## src/rtl/ufg_pkg.sv

```systemverilog
// Package: shared types for the upstream frame generator.
// Assumes: three frame kinds, decided once per frame at the frame-start edge.
package ufg_pkg;
    typedef enum logic [1:0] {
        KIND_IDLE   = 2'd0,
        KIND_DATA   = 2'd1,
        KIND_STATUS = 2'd2
    } frame_kind_e;
endpackage

```

## src/rtl/ufg_crc.sv

```systemverilog
// Module: ufg_crc
// Computes a CRC over a DATA_W-bit word in one combinational pass.
// Bit 0 of the word is shifted in first, the register starts at INIT,
// and the feedback is taken from the register's top bit.
// Assumes: the width W is at least 2.
module ufg_crc #(
    parameter int          DATA_W = 144,
    parameter int          W      = 24,
    parameter logic [W-1:0] POLY  = '0,
    parameter logic [W-1:0] INIT  = '1
) (
    input  logic [DATA_W-1:0] data_i,
    output logic [W-1:0]      crc_o
);
    logic [W-1:0] acc;
    logic         fb;

    // Unrolled serial LFSR over the whole payload.
    always_comb begin
        acc = INIT;
        fb  = 1'b0;
        for (int i = 0; i < DATA_W; i++) begin
            fb  = acc[W-1] ^ data_i[i];
            acc = {acc[W-2:0], 1'b0};
            if (fb) acc = acc ^ POLY;
        end
        crc_o = acc;
    end
endmodule

```

## src/rtl/ufg_frame_build.sv

```systemverilog
// Module: ufg_frame_build
// Puts together one frame vector: the payload in the low bits, then either
// the full CRC (normal mode) or the short CRC (degraded mode). For an idle
// frame the payload is zero and the CRC is inverted.
// Assumes: DATA_W + CRC_W == LANES*BEATS and DATA_W + CRC_FO_W == (LANES-1)*BEATS.
module ufg_frame_build
    import ufg_pkg::*;
#(
    parameter int              DATA_W   = 144,
    parameter int              FRAME_W  = 168,
    parameter int              CRC_W    = 24,
    parameter int              CRC_FO_W = 12,
    parameter logic [CRC_W-1:0]    POLY_MAIN = 24'h864CFB,
    parameter logic [CRC_FO_W-1:0] POLY_FO   = 12'h80F
) (
    input  frame_kind_e        kind_i,
    input  logic [DATA_W-1:0]  payload_i,
    input  logic               fo_mode_i,
    output logic [FRAME_W-1:0] frame_o
);
    localparam int PAD_W = FRAME_W - DATA_W - CRC_FO_W;

    logic [DATA_W-1:0]   pay;
    logic [CRC_W-1:0]    crc_main;
    logic [CRC_FO_W-1:0] crc_fo;
    logic [CRC_W-1:0]    crc_main_eff;
    logic [CRC_FO_W-1:0] crc_fo_eff;

    // Idle frames carry a zero payload.
    always_comb pay = (kind_i == KIND_IDLE) ? '0 : payload_i;

    ufg_crc #(.DATA_W(DATA_W), .W(CRC_W), .POLY(POLY_MAIN), .INIT('1)) crc_main_i (
        .data_i (pay),
        .crc_o  (crc_main)
    );

    ufg_crc #(.DATA_W(DATA_W), .W(CRC_FO_W), .POLY(POLY_FO), .INIT('1)) crc_fo_i (
        .data_i (pay),
        .crc_o  (crc_fo)
    );

    // Corrupt the CRC on idle frames so the receiver drops them.
    always_comb begin
        crc_main_eff = (kind_i == KIND_IDLE) ? ~crc_main : crc_main;
        crc_fo_eff   = (kind_i == KIND_IDLE) ? ~crc_fo   : crc_fo;
    end

    // Choose the layout for the active lane count.
    always_comb begin
        if (fo_mode_i) frame_o = {{PAD_W{1'b0}}, crc_fo_eff, pay};
        else           frame_o = {crc_main_eff, pay};
    end
endmodule

```

## src/rtl/ufg_lane_map.sv

```systemverilog
// Module: ufg_lane_map
// Sends the bits of the current bit-time of a stored frame out on the
// physical lanes. In normal mode frame bit t*LANES+p goes to lane p. In
// degraded mode the frame is spread over LANES-1 logical lanes, and the
// logical lanes skip the physical lane skip_i.
// Assumes: skip_i is already clamped to LANES-1 or below.
module ufg_lane_map #(
    parameter int LANES   = 14,
    parameter int BEATS   = 12,
    parameter int FRAME_W = LANES * BEATS,
    parameter int CNT_W   = 4,
    parameter int LIDX_W  = 4
) (
    input  logic [FRAME_W-1:0] frame_i,
    input  logic [CNT_W-1:0]   bit_t_i,
    input  logic               active_i,
    input  logic               fo_mode_i,
    input  logic [LIDX_W-1:0]  skip_i,
    output logic [LANES-1:0]   lanes_o
);
    for (genvar p = 0; p < LANES; p++) begin : g_lane
        localparam int P = p;
        // Pick the frame bit for physical lane p in this bit-time.
        always_comb begin
            int t;
            int sk;
            int k;
            t  = int'(bit_t_i);
            sk = int'(skip_i);
            k  = (P < sk) ? P : P - 1;
            if (!active_i)        lanes_o[p] = 1'b0;
            else if (!fo_mode_i)  lanes_o[p] = frame_i[t*LANES + P];
            else if (P == sk)     lanes_o[p] = 1'b0;
            else                  lanes_o[p] = frame_i[t*(LANES-1) + k];
        end
    end
endmodule

```

## src/rtl/ufg_upstream_framer.sv

```systemverilog
// Module: ufg_upstream_framer (top)
// Upstream frame generator. At each frame_start it picks a status reply,
// a read-data word or an idle frame, builds the frame with its CRC, and
// then sends it out over BEATS bit-times. It also counts the status replies
// that are still waiting.
// Assumes: frame_start normally arrives every BEATS cycles; if it does not,
// the lanes go quiet once the current frame is finished.
module ufg_upstream_framer
    import ufg_pkg::*;
#(
    parameter int LANES    = 14,
    parameter int BEATS    = 12,
    parameter int DATA_W   = 144,
    parameter int CRC_W    = 24,
    parameter int CRC_FO_W = 12,
    parameter int PEND_MAX = 3
) (
    input  logic              clk,
    input  logic              rst_n,
    input  logic              frame_start,
    input  logic              in_valid,
    output logic              in_ready,
    input  logic [DATA_W-1:0] in_data,
    input  logic              sync_req,
    input  logic [DATA_W-1:0] status_word,
    input  logic              fail_en,
    input  logic [3:0]        fail_idx,
    output logic [LANES-1:0]  lanes
);
    localparam int FRAME_W = LANES * BEATS;
    localparam int CNT_W   = $clog2(BEATS + 1);
    localparam int LIDX_W  = 4;
    localparam int PEND_W  = $clog2(PEND_MAX + 1);

    logic [CNT_W-1:0]   bit_t;
    logic               active_q;
    logic [PEND_W-1:0]  pend_q;
    frame_kind_e        kind_next, kind_q;
    logic [DATA_W-1:0]  payload_sel;
    logic [FRAME_W-1:0] frame_next, frame_q;
    logic               fo_q;
    logic [LIDX_W-1:0]  skip_next, skip_q;
    logic               serve;

    // Choose the content of the next frame in priority order.
    always_comb begin
        serve       = frame_start && (pend_q != '0);
        in_ready    = frame_start && (pend_q == '0);
        kind_next   = (pend_q != '0) ? KIND_STATUS : (in_valid ? KIND_DATA : KIND_IDLE);
        payload_sel = (pend_q != '0) ? status_word : in_data;
        skip_next   = (fail_idx > LIDX_W'(LANES-1)) ? LIDX_W'(LANES-1) : fail_idx;
    end

    ufg_frame_build #(
        .DATA_W(DATA_W), .FRAME_W(FRAME_W), .CRC_W(CRC_W), .CRC_FO_W(CRC_FO_W)
    ) build_i (
        .kind_i    (kind_next),
        .payload_i (payload_sel),
        .fo_mode_i (fail_en),
        .frame_o   (frame_next)
    );

    // Count the status replies still to send, with saturation.
    always_ff @(posedge clk) begin
        if (!rst_n) begin
            pend_q <= '0;
        end else begin
            if (sync_req && !serve && pend_q != PEND_W'(PEND_MAX))
                pend_q <= pend_q + 1'b1;
            else if (serve && !sync_req)
                pend_q <= pend_q - 1'b1;
        end
    end

    // Load a frame at frame_start and step through its bit-times.
    always_ff @(posedge clk) begin
        if (!rst_n) begin
            bit_t    <= '0;
            active_q <= 1'b0;
            frame_q  <= '0;
            fo_q     <= 1'b0;
            skip_q   <= '0;
            kind_q   <= KIND_IDLE;
        end else if (frame_start) begin
            bit_t    <= '0;
            active_q <= 1'b1;
            frame_q  <= frame_next;
            fo_q     <= fail_en;
            skip_q   <= skip_next;
            kind_q   <= kind_next;
        end else if (active_q) begin
            if (bit_t == CNT_W'(BEATS-1)) active_q <= 1'b0;
            else                          bit_t    <= bit_t + 1'b1;
        end
    end

    ufg_lane_map #(
        .LANES(LANES), .BEATS(BEATS), .FRAME_W(FRAME_W), .CNT_W(CNT_W), .LIDX_W(LIDX_W)
    ) map_i (
        .frame_i   (frame_q),
        .bit_t_i   (bit_t),
        .active_i  (active_q),
        .fo_mode_i (fo_q),
        .skip_i    (skip_q),
        .lanes_o   (lanes)
    );

    // a frame_start edge begins bit-time 0 of an active frame.
    assert_frame_begins_R2: assert property (@(posedge clk) disable iff (!rst_n)
        frame_start |=> (active_q && bit_t == '0));

    // a frame ends after its last bit-time unless a new one starts.
    assert_frame_ends_R2: assert property (@(posedge clk) disable iff (!rst_n)
        (active_q && bit_t == CNT_W'(BEATS-1) && !frame_start) |=> !active_q);

    // no lane toggles outside a frame.
    assert_quiet_idle_R1: assert property (@(posedge clk) disable iff (!rst_n)
        !active_q |-> (lanes == '0));

    // an accepted word produces a data frame.
    assert_accept_data_R3: assert property (@(posedge clk) disable iff (!rst_n)
        (in_valid && in_ready) |=> (kind_q == KIND_DATA));

    // a waiting status reply wins the next frame.
    assert_status_first_R7: assert property (@(posedge clk) disable iff (!rst_n)
        (frame_start && pend_q != '0) |=> (kind_q == KIND_STATUS));

    // a sync pulse outside a frame boundary adds one waiting reply.
    assert_sync_counted_R7: assert property (@(posedge clk) disable iff (!rst_n)
        (sync_req && !frame_start && pend_q != PEND_W'(PEND_MAX)) |=>
        (pend_q == $past(pend_q) + 1'b1));
endmodule

```

## config.mk

```make
export PLATFORM = sky130hd
export DESIGN_NAME = ufg_upstream_framer
export DESIGN_NICKNAME = d
export VERILOG_FILES = /design/src/rtl/ufg_pkg.sv /design/src/rtl/ufg_crc.sv /design/src/rtl/ufg_frame_build.sv /design/src/rtl/ufg_lane_map.sv /design/src/rtl/ufg_upstream_framer.sv
export SDC_FILE = /design/constraint.sdc
export NUM_CORES = 2
export LEC_CHECK = 0
export BUFFER_PORTS_ARGS = -buffer_cell sky130_fd_sc_hd__buf_2
export CAP_MARGIN = 5
export CORE_ASPECT_RATIO = 2
export CORE_UTILIZATION = 45
export DETAILED_ROUTE_END_ITERATION = 7
export PLACE_DENSITY_LB_ADDON = 0.3
export SLEW_MARGIN = 30
export SYNTH_ARGS = -nofsm -noshare
export SYNTH_HDL_FRONTEND = slang
export SYNTH_SLANG_ARGS = --single-unit
```

## constraint.sdc

```tcl
create_clock -name clk -period 15.3 [get_ports clk]
set_input_delay 1.53 -clock clk [delete_from_list [all_inputs] [get_ports clk]]
set_output_delay 1.53 -clock clk [all_outputs]
set_load 0.05 [all_outputs]
```

# Yosys cells after proc, flatten, opt, wreduce, memory -nomap -nowiden
# Index checks and enable logic that the tools add are counted.
[classes]
addsub = 30
n_mul = 2
magnitude_cmp = 43
eq_ne = 15
n_mux = 441
n_bitwise = 576
n_reduce_logical = 14
[ops]
columns = ["operator", "n"]
rows = [
  ["$mux W24", 145],
  ["$not A13 Y13", 143],
  ["$mux W12", 145],
  ["$lt A32 B10 Y1 const B", 28],
  ["$not A5 Y5", 143],
  ["$add A32 B32 Y32", 14],
  ["$mux W144", 2],
  ["$xor A1 B1 Y1", 286],
  ["$bmux W1 S8", 27],
  ["$add A32 B5 Y32 const B", 6],
  ["$mux W168", 1],
  ["$add A32 B4 Y32 const B", 4],
  ["$mux W1", 109],
  ["$add A32 B3 Y32 const B", 2],
  ["$add A32 B2 Y32 const B", 1],
  ["$eq A4 B4 Y1 const A", 8],
  ["$mux W32", 1],
  ["$lt A4 B4 Y1 const A", 6],
  ["$not A24 Y24", 1],
  ["$eq A3 B4 Y1 const A", 4],
  ["$lt A3 B4 Y1 const A", 4],
  ["$mux W2", 6],
  ["$not A12 Y12", 1],
  ["$lt A1 B4 Y1 const A", 2],
  ["21 further kinds", 32],
]
[totals]
register_bits = 180
input_bits = 298
output_inout_bits = 15
wordCells = 1127

# Longest topological paths before layout
[logic_depth]
word_depth = 294
mapped_depth = 41
mapped_depth_nobuf = 35

# Modules after synthesis
# From an unflattened synthesis, not the netlist that was laid out.
[hier_totals]
hier_cells = 5014
hier_area_um2 = 62585.0
[modules_own_cells]
columns = ["mod", "n_inst", "cells_per_inst", "area_per_inst_um2", "seq_area_each_um2"]
rows = [
  ["ufg_lane_map", 1, 2530, 30977.2, 0.0],
  ["ufg_crc at build_i.crc_main_i", 1, 1169, 17097.6, 0.0],
  ["ufg_upstream_framer", 1, 763, 8792.2, 3603.5],
  ["ufg_crc at build_i.crc_fo_i", 1, 323, 4261.6, 0.0],
  ["ufg_frame_build", 1, 229, 1456.4, 0.0],
]

# Least setup slack after synthesis
# Ideal clock, no wire load.
[synth_path]
path_type = "input port to flip-flop"
start = "input port in_valid"
end = "register frame_q[152]"
setup_ns = 0.121
t_arrival_ns = 14.979
required_ns = 15.179
path_slack_ns = 0.200
stages = 37
path_cell_list = "buf_2 a31oi_2 buf_4 xnor3_2 xnor3_4 xor2_4 xnor3_2 xor2_4 xor3_2 xnor2_2 xnor3_1 xnor3_2 xnor3_1 xor3_2 xnor2_4 xor2_2 xnor3_1 buf_4 xor2_4 xor3_2 xor3_4 xnor3_2 xor3_2 xnor3_1 xor3_2 xnor3_1 xnor3_2 xor2_1 xnor3_2 xnor2_4 xor3_1 xnor2_2 xnor3_1 xnor2_4 xor3_1 o2111ai_1 nand2_1"
[synth_via]
elab_chain_cells = 293
elab_cells_between_ends = 857
cone_classes = "294 x mux; 562 x bitwise; 1 x reduce/logical"
[synth_rtl]
columns = ["item", "line_no", "source"]
rows = [
  ["from (decl)", "ufg_upstream_framer.sv:21", "input logic in_valid,"],
  ["$mux W1 (*)", "ufg_upstream_framer.sv:49", "kind_next = (pend_q != '0) ? KIND_STATUS : (in_valid ? KIND_DATA : KIND_IDLE);"],
  ["$mux W2 (*)", "ufg_upstream_framer.sv:49", ""],
  ["$logic_not A2 Y1 (*)", "ufg_frame_build.sv:30, ufg_frame_build.sv:44, ufg_frame_build.sv:45", ""],
  ["$mux W144", "ufg_frame_build.sv:30", "always_comb pay = (kind_i == KIND_IDLE) ? '0 : payload_i;"],
  ["$mux W24", "ufg_crc.sv:25", "if (fb) acc = acc ^ POLY;"],
  ["$xor A1 B1 Y1", "ufg_crc.sv:23", "fb = acc[W-1] ^ data_i[i];"],
  ["$mux W24", "ufg_crc.sv:25", ""],
  ["$xor A1 B1 Y1", "ufg_crc.sv:23", ""],
  ["[... 276 more ...]", "--", ""],
  ["$mux W24", "ufg_crc.sv:25", ""],
  ["$xor A1 B1 Y1 / $not A13 Y13 (equally long branches)", "--", ""],
  ["$mux W24", "ufg_crc.sv:25", ""],
  ["$xor A1 B1 Y1 / $not A13 Y13 (equally long branches)", "--", ""],
  ["$mux W24 (2 in a row)", "ufg_crc.sv:25", ""],
  ["$not A24 Y24", "ufg_frame_build.sv:44", "crc_main_eff = (kind_i == KIND_IDLE) ? ~crc_main : crc_main;"],
  ["$mux W24", "ufg_frame_build.sv:44", ""],
  ["$mux W168 (*)", "ufg_frame_build.sv:50", "if (fo_mode_i) frame_o = {{PAD_W{1'b0}}, crc_fo_eff, pay};"],
  ["to (signal assigned)", "ufg_upstream_framer.sv:87", "frame_q <= frame_next;"],
  ["to (decl)", "ufg_upstream_framer.sv:40", "logic [FRAME_W-1:0] frame_next, frame_q;"],
]
# Mark *: on every way between the ends. The rest lies on a longest branch, timed or not.
# A chain may end at the register's enable or synchronous reset.

# Worst setup path after layout
[layout_path]
start = "input port in_valid"
end = "register frame_q[154]"
[layout_via]
elab_chain_cells = 294
elab_cells_between_ends = 855
cone_classes = "294 x mux; 560 x bitwise; 1 x reduce/logical"
[layout_rtl]
columns = ["item", "line_no"]
rows = [
  ["$mux W1 (*)", "ufg_upstream_framer.sv:49"],
  ["$mux W2 (*)", "ufg_upstream_framer.sv:49"],
  ["$logic_not A2 Y1 (*)", "ufg_frame_build.sv:30, ufg_frame_build.sv:44, ufg_frame_build.sv:45"],
  ["$mux W144", "ufg_frame_build.sv:30"],
  ["$mux W24", "ufg_crc.sv:25"],
  ["$xor A1 B1 Y1", "ufg_crc.sv:23"],
  ["$mux W24", "ufg_crc.sv:25"],
  ["$xor A1 B1 Y1", "ufg_crc.sv:23"],
  ["[... 278 more ...]", "--"],
  ["$mux W24", "ufg_crc.sv:25"],
  ["$xor A1 B1 Y1", "ufg_crc.sv:23"],
  ["$mux W24", "ufg_crc.sv:25"],
  ["$xor A1 B1 Y1", "ufg_crc.sv:23"],
  ["$mux W24", "ufg_crc.sv:25"],
  ["$not A24 Y24", "ufg_frame_build.sv:44"],
  ["$mux W24", "ufg_frame_build.sv:44"],
  ["$mux W168 (*)", "ufg_frame_build.sv:50"],
]
# Marked as above.

==> metrics <==
CP Class=input pin to flip-flop; routed length per instance=around 37 um; Post-Synthesis Cell Area=about 0.057 mm^2; Setup crit end=frame_q[154]; failing checks=DRC; Initial Util=0.455; number of global-route vias before repair=between 40000 and 50000; die footprint=approximately 0.13 mm^2; Syn Inst Count=around 4800; GR met2 Demand/Resource=0.651; DRC errors left=3; CTS Hold Bufs=0; clock buffer depth=2; Global Route Usage Sum=0.395; largest family of logic cells by synthesized area=multiplexers; Post-layout nets=approximately 5400; Max Slew Vio Count=0; latest clock arrival within the worst-skew pair=just over 500 ps; Tcrit/Tclk final=0.979; Routed Antenna Nets=0; final setup violation count=0; DR vias/cell=6.99; Max Cap Viol=0; Root Buffer=clkbuf_16; Synth Flop Type=dfxtp_1; crit end category=flip-flop; delay-heaviest family, CP=XOR/XNOR gates; asr flop ratio synth=0; placement row count=184; Synth top area share=0.356; FF/Latch Area=roughly 0.0036 mm^2; reg-to-reg endpoint=frame_q[154]; number of buffers added on ports=312; met3 Track Usage GR=0.103; Fmax achieved=roughly 67 MHz; Via Count=47000; CP max stage delay=between 600 and 700 ps; I/O Pins=between 300 and 400; Reg2Reg Launch Point=pend_q[0]; die height=approximately 510 um; WL final=251 mm; GP Congestion=1.11; multiplexer share of the synthesized area=0.386; FF+latch count, synth=180; Reg2Reg Depth=around 40; largest cells by area after synthesis=mux4_2 (36%), xnor3_1 (13%), xnor2_1 (13%); r2r setup slk=approximately 540 ps; share of cells above drive strength 1=0.412; Filler Cell Count=~11000; post-synthesis sequential area ratio=0.0629; Layout area overhead=12.8%; most common library cells after synthesis=mux4_2 (907), xnor2_1 (822), clkbuf_1 (429); top-count cell post-synth=mux4_2; Required @ worst endpoint=around 16000 ps; hold crit path type=flip-flop to flip-flop; initial antenna violation count=7; Synth Area in Adders=0.0175; Die Span X=between 200 and 300 um; worst-path maximum fanout=22; GR Util met1=0.406; EDFF count, synth=0; Final Util=0.514; initial DRC count=about 6500; Tmin final=approximately 15000 ps; H-tree Lvls=4; Final Hold Vio Count=0; Relative slew margins=0.240; first-pass GRT wire length=356 mm; Most Crowded Layer GR=met2; core area=around 0.13 mm^2; crit path DAT=roughly 15000 ps; Initial DRT Pass Iterations=8; Buf+Inv Stages, Crit Path=6; Post-Syn Nets=between 5000 and 6000; CTS tree=built; GRT overflow=0; largest net degree at the start of global routing=215; multi-input logic area=between 0.05 and 0.06 mm^2; Worst Tran Pin Value=about 1100 ps; status=complete, but fails checks; clock skew=about 15 ps; complex-gate fraction of the synthesized area=0.0805; Setup crit start=in_valid; Distinct cells, synth=around 70; Yosys top cell by area=mux4_2; clk sinks=180; CTS clk-pin slew, worst paths=roughly 80 ps; WP depth=41; simple-gate share of the synthesized area=0.0492; TritonCTS Buffers=17; HPWL Detailed=between 150 and 200 mm; Syn Area/Cell=between 10 and 15 um^2; Yosys warning count=0; Worst path slowest cell=xnor3_1; startpoint types=input pin; Post-Synth XOR/XNOR Area=0.365; WHS=501 ps; most used cell, CP=xnor3_1
## cells by family after synthesis
logic type                 count (synthesis)
xor gates and xnor gates                1597
DFF                                      180
and+or+nand+nor                          594
muxes                                   1071
adders and majority gates                 73
buffers and inverters                    586
AOI/OAI and AO/OA                        656
## area by class of cell
cell class                      count  share of cell area
Sequential cell                   180              0.0558
Clock buffer                       18             0.00679
Antenna cell                       11            0.000426
Clock inverter                     14             0.00209
Inverter                           39             0.00226
Timing Repair Buffer              801              0.0843
Multi-Input combinational cell   3991               0.816
Tap cell                         1674              0.0324
## per-stage QoR
| stage | TNS [ps] | cells | instance area [um^2] | setup slack [ps] |
|---|---|---|---|---|
| after floorplan | 0 | 4757 | 57300 | 200 |
| after global placement | -6850 | 6669 | 63300 | -484 |
| after detailed placement | -8600 | 6669 | 63400 | -480 |
| after CTS | 0 | 6701 | 64000 | 70.2 |
| after global routing | -7.70 | 6725 | 64700 | -7.70 |
| final | 0 | 6728 | 64700 | 315 |
## flip-flops by register name (all words and copies together), names as in the netlist
name and flops:
frame_q 168, bit_t 4, skip_q 4, pend_q 2, active_q 1, fo_q 1
## layout by cell type (no fill, tap or decap), types with 14 or more instances in the layout
master / count
a211oi_1: 76
a21oi_1: 216
a31oi_1: 16
and3_1: 124
buf_2: 309
buf_4: 475
clkbuf_16: 17
dfxtp_1: 178
ha_1: 38
inv_1: 37
mux2_2: 52
mux2i_1: 112
mux4_2: 907
nand2_1: 237
nor2_1: 107
nor2b_1: 52
nor3_1: 24
o211a_1: 148
o211ai_1: 20
o21a_1: 27
o21ai_0: 66
xnor2_1: 759
xnor2_2: 83
xnor2_4: 40
xnor3_1: 326
xnor3_2: 37
xor2_1: 240
xor2_2: 30
xor2_4: 14
xor3_1: 49
xor3_2: 17
## worst min path at each step
stage,from,end,slack [ps],depth (start not counted)
after floorplan,skip_q[0],skip_q[0],560,2
after global placement,frame_q[20],frame_q[20],470,1
after detailed placement,frame_q[6],frame_q[6],480,1
after CTS,frame_q[6],frame_q[6],500,1
after global routing,frame_q[20],frame_q[20],540,1
final,frame_q[6],frame_q[6],500,1
## metal layers
| layer | vias to the layer above | share of wire | wire (um) |
|---|---|---|---|
| li1 | 18900 | - | - |
| met5 | - | 0.00018 | 46 |
| met3 | 1203 | 0.10 | 25000 |
| met2 | 3762 | 0.48 | 122000 |
| met1 | 23200 | 0.29 | 73700 |
| met4 | 6 | 0.12 | 30600 |
## what timing repair did
action / in CTS / in global routing
gates resized for setup: 1 / 39
endpoints found under the setup margin: 3 / 22
setup buffers: 0 / 6
pin swaps: 0 / 6
Power is left out: the tool's default activity adds up to more than one toggle a clock period on the data nets, which glitch-free logic cannot reach.
